## src/rtl/zseq_pkg.sv

```systemverilog
package zseq_pkg;
  localparam int BCD_W = 4;

  // one BCD digit stepped down by one, 0 wraps to 9
  function automatic logic [3:0] bcd_digit_dec(input logic [3:0] d);
    return (d == 4'd0) ? 4'd9 : d - 4'd1;
  endfunction

  // next zone number with wrap at the zone count
  function automatic int unsigned zone_succ(input int unsigned idx, input int unsigned nz);
    return (idx == nz - 1) ? 0 : idx + 1;
  endfunction
endpackage

```

## src/rtl/zseq_len_counter.sv

```systemverilog
module zseq_len_counter #(
  parameter int DIGITS = 4,
  localparam int W = DIGITS * zseq_pkg::BCD_W
) (
  input  logic         clk,
  input  logic         rst_n,
  input  logic         clr_i,
  input  logic         load_i,
  input  logic [W-1:0] load_val_i,
  input  logic         dec_i,
  output logic         at_one_o,
  output logic         at_two_o
);
  import zseq_pkg::*;

  logic [W-1:0]      cnt_q;
  logic [W-1:0]      cnt_nx;
  logic [DIGITS-1:0] borrow;

  assign borrow[0] = dec_i;

  for (genvar g = 0; g < DIGITS; g++) begin : g_digit
    assign cnt_nx[g*BCD_W +: BCD_W] = borrow[g] ? bcd_digit_dec(cnt_q[g*BCD_W +: BCD_W])
                                                : cnt_q[g*BCD_W +: BCD_W];
    if (g < DIGITS - 1) begin : g_chain
      assign borrow[g+1] = borrow[g] && (cnt_q[g*BCD_W +: BCD_W] == 4'd0);
    end
  end

  always_ff @(posedge clk or negedge rst_n) begin
    if (!rst_n)      cnt_q <= '0;
    else if (clr_i)  cnt_q <= '0;
    else if (load_i) cnt_q <= load_val_i;
    else             cnt_q <= cnt_nx;
  end

  assign at_one_o = (cnt_q == W'(1));
  assign at_two_o = (cnt_q == W'(2));
endmodule

```

## src/rtl/zseq_param_select.sv

```systemverilog
module zseq_param_select #(
  parameter int NZ      = 8,
  parameter int LEN_DIG = 4,
  parameter int WID_DIG = 2,
  localparam int IDX_W  = $clog2(NZ),
  localparam int LEN_W  = LEN_DIG * zseq_pkg::BCD_W,
  localparam int WID_W  = WID_DIG * zseq_pkg::BCD_W
) (
  input  logic [IDX_W-1:0]    pick_i,
  input  logic [NZ-1:0]       live_bus_i,
  input  logic [NZ*WID_W-1:0] width_bus_i,
  input  logic [NZ*LEN_W-1:0] len_bus_i,
  output logic                live_o,
  output logic [WID_W-1:0]    width_o,
  output logic [LEN_W-1:0]    len_o
);
  logic [WID_W-1:0] width_a [NZ];
  logic [LEN_W-1:0] len_a   [NZ];

  for (genvar k = 0; k < NZ; k++) begin : g_unpack
    assign width_a[k] = width_bus_i[k*WID_W +: WID_W];
    assign len_a[k]   = len_bus_i[k*LEN_W +: LEN_W];
  end

  assign live_o  = live_bus_i[pick_i];
  assign width_o = width_a[pick_i];
  assign len_o   = len_a[pick_i];
endmodule

```

## src/rtl/zseq_zone_ctrl.sv

```systemverilog
module zseq_zone_ctrl #(
  parameter int NZ      = 8,
  parameter int WID_W   = 8,
  localparam int IDX_W  = $clog2(NZ)
) (
  input  logic             clk,
  input  logic             rst_n,
  input  logic             clear_i,
  input  logic             start_i,
  input  logic             tick_i,
  input  logic             cnt_at_one_i,
  input  logic             cnt_at_two_i,
  input  logic [IDX_W-1:0] last_zone_i,
  input  logic             nxt_live_i,
  input  logic [WID_W-1:0] nxt_width_i,
  output logic [IDX_W-1:0] nxt_idx_o,
  output logic [IDX_W-1:0] sel_o,
  output logic             run_o,
  output logic             live_o,
  output logic [WID_W-1:0] width_o,
  output logic             width_load_o,
  output logic             eoc_o,
  output logic             cnt_load_o,
  output logic             cnt_dec_o,
  output logic             zone_end_o,
  output logic             early_ho_o
);
  import zseq_pkg::*;

  localparam logic [IDX_W-1:0] IDLE_IDX = IDX_W'(NZ - 1);

  logic [IDX_W-1:0] sel_q;
  logic             run_q, live_q, ho_q, wl_q, eoc_q;
  logic [WID_W-1:0] width_q;
  logic             is_last, start_ok;

  assign nxt_idx_o  = IDX_W'(zone_succ(int'(sel_q), NZ));
  assign is_last    = (sel_q == last_zone_i);
  assign start_ok   = !run_q && start_i;
  assign zone_end_o = run_q && tick_i && cnt_at_one_i;
  assign early_ho_o = run_q && tick_i && cnt_at_two_i && !is_last && !ho_q;
  assign cnt_load_o = !clear_i && (start_ok || (zone_end_o && !is_last));
  assign cnt_dec_o  = run_q && tick_i && !cnt_at_one_i;

  always_ff @(posedge clk or negedge rst_n) begin
    if (!rst_n) begin
      sel_q <= IDLE_IDX; run_q <= 1'b0; live_q <= 1'b0; ho_q <= 1'b0;
      wl_q <= 1'b0; eoc_q <= 1'b0; width_q <= '0;
    end else if (clear_i) begin
      sel_q <= IDLE_IDX; run_q <= 1'b0; live_q <= 1'b0; ho_q <= 1'b0;
      wl_q <= 1'b0; eoc_q <= 1'b0; width_q <= '0;
    end else begin
      wl_q  <= 1'b0;
      eoc_q <= 1'b0;
      if (start_ok) begin
        run_q   <= 1'b1;
        sel_q   <= nxt_idx_o;
        live_q  <= nxt_live_i;
        width_q <= nxt_width_i;
        wl_q    <= 1'b1;
        ho_q    <= 1'b0;
      end else if (zone_end_o) begin
        if (is_last) begin
          run_q  <= 1'b0;
          sel_q  <= IDLE_IDX;
          live_q <= 1'b0;
          ho_q   <= 1'b0;
          eoc_q  <= 1'b1;
        end else begin
          sel_q  <= nxt_idx_o;
          live_q <= nxt_live_i;
          ho_q   <= 1'b0;
          if (!ho_q) begin
            width_q <= nxt_width_i;
            wl_q    <= 1'b1;
          end
        end
      end else if (early_ho_o) begin
        width_q <= nxt_width_i;
        wl_q    <= 1'b1;
        ho_q    <= 1'b1;
      end
    end
  end

  assign sel_o        = sel_q;
  assign run_o        = run_q;
  assign live_o       = run_q & live_q;
  assign width_o      = run_q ? width_q : nxt_width_i;
  assign width_load_o = wl_q;
  assign eoc_o        = eoc_q;
endmodule

```

## src/rtl/zone_program_seq.sv

```systemverilog
module zone_program_seq #(
  parameter int NZ      = 8,
  parameter int LEN_DIG = 4,
  parameter int WID_DIG = 2,
  localparam int IDX_W  = $clog2(NZ),
  localparam int LEN_W  = LEN_DIG * zseq_pkg::BCD_W,
  localparam int WID_W  = WID_DIG * zseq_pkg::BCD_W
) (
  input  logic                clk,
  input  logic                rst_n,
  input  logic                clear_i,
  input  logic                start_i,
  input  logic                tick_i,
  input  logic [NZ-1:0]       zone_live_i,
  input  logic [NZ*WID_W-1:0] zone_width_i,
  input  logic [NZ*LEN_W-1:0] zone_len_i,
  input  logic [IDX_W-1:0]    last_zone_i,
  output logic [IDX_W-1:0]    zone_idx_o,
  output logic                live_o,
  output logic [WID_W-1:0]    width_o,
  output logic                width_load_o,
  output logic                eoc_o
);
  // internal events, named for the checker
  logic             run_w, zone_end_w, early_ho_w;
  logic             cnt_load_w, cnt_dec_w, at_one_w, at_two_w;
  logic [IDX_W-1:0] nxt_idx_w;
  logic             nxt_live_w;
  logic [WID_W-1:0] nxt_width_w;
  logic [LEN_W-1:0] nxt_len_w;

  zseq_param_select #(.NZ(NZ), .LEN_DIG(LEN_DIG), .WID_DIG(WID_DIG)) u_sel (
    .pick_i(nxt_idx_w), .live_bus_i(zone_live_i), .width_bus_i(zone_width_i),
    .len_bus_i(zone_len_i), .live_o(nxt_live_w), .width_o(nxt_width_w), .len_o(nxt_len_w)
  );

  zseq_len_counter #(.DIGITS(LEN_DIG)) u_cnt (
    .clk(clk), .rst_n(rst_n), .clr_i(clear_i), .load_i(cnt_load_w),
    .load_val_i(nxt_len_w), .dec_i(cnt_dec_w), .at_one_o(at_one_w), .at_two_o(at_two_w)
  );

  zseq_zone_ctrl #(.NZ(NZ), .WID_W(WID_W)) u_ctrl (
    .clk(clk), .rst_n(rst_n), .clear_i(clear_i), .start_i(start_i), .tick_i(tick_i),
    .cnt_at_one_i(at_one_w), .cnt_at_two_i(at_two_w), .last_zone_i(last_zone_i),
    .nxt_live_i(nxt_live_w), .nxt_width_i(nxt_width_w), .nxt_idx_o(nxt_idx_w),
    .sel_o(zone_idx_o), .run_o(run_w), .live_o(live_o), .width_o(width_o),
    .width_load_o(width_load_o), .eoc_o(eoc_o), .cnt_load_o(cnt_load_w),
    .cnt_dec_o(cnt_dec_w), .zone_end_o(zone_end_w), .early_ho_o(early_ho_w)
  );
endmodule

```

## config.mk

```make
export PLATFORM = sky130hd
export DESIGN_NAME = zone_program_seq
export DESIGN_NICKNAME = d
export VERILOG_FILES = /design/src/rtl/zseq_pkg.sv /design/src/rtl/zseq_len_counter.sv /design/src/rtl/zseq_param_select.sv /design/src/rtl/zseq_zone_ctrl.sv /design/src/rtl/zone_program_seq.sv
export SDC_FILE = /design/constraint.sdc
export NUM_CORES = 1
export LEC_CHECK = 0
export ABC_AREA = 1
export CAP_MARGIN = 5
export CORE_MARGIN = 1
export CORE_UTILIZATION = 43
export CTS_CLUSTER_DIAMETER = 80
export DETAILED_ROUTE_END_ITERATION = 8
export PLACE_DENSITY = 0.93
export SETUP_SLACK_MARGIN = 0.1
export SLEW_MARGIN = 10
export SYNTH_ARGS = -nofsm -noshare
export SYNTH_HDL_FRONTEND = slang
export SYNTH_HIERARCHICAL = 1
export SYNTH_SLANG_ARGS = --single-unit
```

## constraint.sdc

```tcl
create_clock -name clk -period 3.3 [get_ports clk]
set_clock_uncertainty 0.15 [all_clocks]
set_input_delay 0.66 -clock clk [delete_from_list [all_inputs] [get_ports clk]]
set_output_delay 0.66 -clock clk [all_outputs]
set_load 0.005 [all_outputs]
```

* After elaboration in Yosys (flattened, before gate mapping)
Index checks and enable logic that the tools add are counted.
Operators by class: $add $sub $neg 5, multiply operators 0, divide/modulo/power cells 0, $lt $le $gt $ge 2, equal/unequal tests 6, shifts and indexed selects 0, mux-type cells 52, bitwise operators 2, reduce and logical (&&, ||, !) cells 31
Operator list (number):
- 8-bit two-way mux | 9
- 16-bit two-way mux | 4
- 16-bit binary-select mux with 3-bit select | 1
- 4-bit two-way mux | 8
- 8-bit binary-select mux with 3-bit select | 1
- 1-bit two-way mux | 23
- 3-bit nonzero test | 6
- 16-bit by 1-bit == test with 1-bit output, second input constant | 1
- 16-bit by 2-bit == test with 1-bit output, second input constant | 1
- 4-bit zero test | 4
- 4-bit by 1-bit subtractor with 4-bit output, second input constant | 4
- 3-bit two-way mux | 5
- 1-bit logical AND | 12
- 4-bit inequality test, second input constant | 2
- 1-bit zero test | 5
- 4-bit greater-or-equal comparator, second input constant | 1
- 3-bit by 4-bit less-than comparator with 1-bit output, second input constant | 1
- 3-bit NOT with 4-bit output | 1
- 4-bit nonzero test | 1
- 3-bit by 1-bit adder with 3-bit output, second input constant | 1
- 1-bit binary-select mux with 3-bit select | 1
- 3-bit == test | 1
- 3-bit == test, second input constant | 1
- 3-bit AND reduction | 1
- 3 further kinds | 3
Storage, ports and cells: register bits after elaboration 32, latch bits 0, RAM bits 0, ROM bits 0, input port bits 208, memories kept 0

* Depth between registers and ports, before layout
depth after elaboration 11, mapped depth 17, gate-level depth less buffers 16

* Hierarchy
Netlist, hierarchy kept.
Modules (own cells, without submodules):
- zseq_param_select | instances 1, cells an instance 665, area each 2692.6 sq um
- zseq_len_counter | instances 1, cells an instance 164, area each 1136.1 sq um
- zseq_zone_ctrl | instances 1, cells an instance 137, area each 1029.7 sq um

* Worst setup path before layout
OpenSTA, ideal clock, no wires.
kind flip-flop to output port, start register u_ctrl.sel_q[1], in the netlist u_ctrl/sel_o[1], end output width_o[0], arrival 1.729 ns, required time 2.490 ns, path slack 0.761 ns, cell stages (with the launch flop) 10, path buffers 2, cells stage by stage dfstp_2 ha_1 ha_1 buf_2 inv_1 buf_2 nand2_1 nand2_1 inv_1 o21ai_0
Between the ends: cells in the longest elaborated chain, start to end 7, elaborated cells on any way between the ends 8
RTL lines:
- start, declared | RTL line zseq_zone_ctrl.sv:32 | logic [IDX_W-1:0] sel_q;
- start signal, assigned | RTL line zseq_zone_ctrl.sv:57 | sel_q <= nxt_idx_o;
- start signal, assigned | RTL line zseq_zone_ctrl.sv:70 | sel_q <= nxt_idx_o;
- 3-bit by 1-bit adder with 3-bit output or 3-bit == test (tied branches) | RTL line zseq_pkg.sv:11 | return (idx == nz - 1) ? 0 : idx + 1;
- 3-bit two-way mux (*) | RTL line zseq_pkg.sv:11
- net nxt_idx_w[2] | RTL line zone_program_seq.sv:27 | logic [IDX_W-1:0] nxt_idx_w;
- 3-bit NOT with 4-bit output (not written as such) (*) | RTL line zseq_param_select.sv:26 | assign width_o = width_a[pick_i];
- 8-bit binary-select mux with 3-bit select (*) | RTL line zseq_param_select.sv:26
- 8-bit two-way mux (not written as such) (*) (2 in series) | RTL line zseq_param_select.sv:26
- net nxt_width_w[0] | RTL line zone_program_seq.sv:29 | logic [WID_W-1:0] nxt_width_w;
- 8-bit two-way mux (*) | RTL line zseq_zone_ctrl.sv:89 | assign width_o = run_q ? width_q : nxt_width_i;
- end, declared | RTL line zone_program_seq.sv:20 | output logic [WID_W-1:0] width_o,
The timed path passes the listed nets; every way through them passes the cells marked *. The select of a mux whose other input is x is not followed.

* Worst setup path in the final report
start register u_ctrl.sel_q[0], in the netlist u_ctrl/sel_o[0], end output width_o[1]
Same word-level chain as after synthesis.

==> flow_summary.toml <==
[run_status]
status = "complete, no violations"

[timing]
whs_ns = 0.356
finalCritPeriodShare_pct = 93.1
fin_setup_tns_ns = 0
fmax_mhz = 326
maxSlewViolCount = 0
worst_pin_slew_ns = 0.748
rsz0062_at_grt = "yes"
period_minus_slack_ns = 3.07
hold_viol = 0
setup_violations = 0
max_slew_margin_pct = 50.2

[floorplan]
die_w_microns = 108
fp.dieH_microns = 108
core_sq_um = 10900
row_count = 38
die-area_sq_um = 11700
io_pins = 222
initial_utilization_pct = 44.4

[finish]
layout-drive-gt1-share_pct = 6.65
layout.nets = 1382
fin_util_pct = 67.6
fin_area_sq_um = 7390
fillCellCount = 984
area_growth_pct = 52.2
n_antenna_cell = 0
finalNonFillerCells = 1313

[place]
place.gp.congestion = 0.850
placed_cells = 1304
port_buffers = 221
dp_hpwl_microns = 12700
dpl-instance-area_sq_um = 7190

[clocking]
postCtsSetupRepairBufs = 0
cts.sink_count = 32
numCtsBuffers = 5
cts_tree = "built"
clockBufferDepth = 2
clock_tree.root_cell = "clkbuf_16"
clock_latency_ns = 0.28
postCtsHoldBufs = 0
h-tree-depth = 2
clkTransAtPathRegs_ns = 0.05

[power_and_ir_drop]
power.share.clock_pct = 15.4
pwr-share-comb_pct = 68.1
power-per-cell-area_nw_per_um2 = 498
p_seq_share_pct = 16.6
ir_worst_vdd_mv = 0.316
p_leak_nw = 4.32
p_sw_mw = 1.77
p_int_mw = 1.92
swShare_pct = 48.0

[synth]
synth_cells = 965
syn_area_per_cell_sq_um = 5.03
synth_fp_nets = 1175
yosys_warnings = 6
netlist_area_sq_um = 4850

[drt]
wl_per_cell_microns = 12.6
vias = 6394
vias_per_cell = 4.87
postRouteAntennaNets = 0
wirelength_microns = 16500
drc = 0
drtIter0Drc = 369
firstDrtPassIters = 5

[global_routing]
grt_max_degree = 52
grt_first_pass_wirelength_microns = 26000
grt-ovfl-total = 0
grt_pass1_vias = 6031
antenna_found_initial = 0
grt_use_total_pct = 28.0

[worst_setup_path]
cp-end-kind = "output pin"
cp.required_ns = 2.49
cp_max_fo = 19
path_cells = "ha_2, ha_1, nor2_4, inv_4, clkbuf_16, nand2_1, nand3_1, nand2_1, nand2_1, nand2_1, inv_1, o21ai_0, clkdlybuf4s15_1"
start_kind = "flop"
worstPathArrival_ns = 2.26
cpPeakStageDelay_ns = 0.37
crit_top_cell = "nand2_1"
crit_type = "reg -> out"
cp_slowest_cell = "dfstp_2"

[run]
maxCapViolCount = 0

[worst_hold_path]
hold_class = "reg -> reg"
worst paths after layout:
path / start / to / slack [ns] / depth (start not counted)
setup / recovery: u_ctrl/sel_o[0]$_DFFE_PN1P_ / width_o[1] / 0.23 / 13
hold reg to reg: u_ctrl/live_q$_DFFE_PN0P_ / u_ctrl/live_q$_DFFE_PN0P_ / 0.36 / 2
hold / removal: u_ctrl/live_q$_DFFE_PN0P_ / u_ctrl/live_q$_DFFE_PN0P_ / 0.36 / 2
max in group asynchronous: rst_n / u_ctrl/sel_o[2]$_DFFE_PN1P_ / 1.70 / 2
setup reg to reg: u_cnt/cnt_q[12]$_DFFE_PN0P_ / u_cnt/cnt_q[15]$_DFFE_PN0P_ / 0.39 / 15
min in group asynchronous: rst_n / u_cnt/cnt_q[13]$_DFFE_PN0P_ / 0.63 / 1
what timing repair did:
| item | CTS | global route |
|---|---|---|
| gates cloned | 0 | 1 |
| pin swaps | 0 | 1 |
| endpoints found under the setup margin | 8 | 14 |
| gates resized for setup | 11 | 17 |
power by group through the flow:
stage          clock [mW]  sequential (mW)  combinational, mW
4_1_cts             0.573            0.603               2.48
3_3_place_gp            0            0.603               2.46
6_report            0.565            0.610               2.51
2_1_floorplan           0            0.580               1.64
5_1_grt             0.594            0.620               2.82
3_5_place_dp            0            0.605               2.50
critical path, delay by kind of cell, from the launching register on:
family | cells | cell delay, ns
fa+ha+maj | 2 | 0.37
compound gates | 1 | 0.14
flops | 1 | 0.37
buf+inv | 4 | 0.55
simple gates | 6 | 0.55
state kept, by name (all words and copies together) (netlist names):
name and flops:
u_ctrl/eoc_o 1, u_cnt/cnt_q 16, u_ctrl/run_o 1, u_ctrl/sel_o 3, u_ctrl/width_load_o 1, u_ctrl/live_q 1
u_ctrl/width_q 8, u_ctrl/ho_q 1
final cells by class:
cell class | instances | area [sq um] | area share, %
clock buffers | 7 | 153 | 2.07
repair buffers | 244 | 2400 | 32.5
well taps | 140 | 175 | 2.37
clock inverters | 1 | 30.0 | 0.406
multi-input cells | 646 | 2900 | 39.3
inverters | 243 | 920 | 12.4
flip-flops and latches | 32 | 805 | 10.9
layer usage:
metal / global-route usage (%) / routed length [microns] / vias to the layer above
met5: 0 / 0 / -
li1: - / - / 3240
met1: 28.9 / 6160 / 2825
met4: 12.5 / 686 / 0
met2: 53.5 / 8170 / 275
met3: 5.91 / 1470 / 54
per-stage QoR:
| step | worst slack (ns) | power (mW) |
|---|---|---|
| finish | 0.229 | 3.68 |
| global route | 0.0649 | 4.03 |
| CTS | 0.147 | 3.65 |
| detailed placement | 0.169 | 3.10 |
| global placement | 0.125 | 3.07 |
| floorplan | 0.761 | 2.22 |
layout by cell type (no fill, tap or decap), drive strengths merged, types with 3 or more instances in the layout:
master	count
a21oi	10
buf	22
clkbuf	12
clkdlybuf4s50	213
dfrtp	29
dfstp	3
inv	243
nand2	419
nand3	124
nand4	10
nor2	36
nor3	4
o21ai	30
No activity file was read; power rests on OpenSTA's default activity.
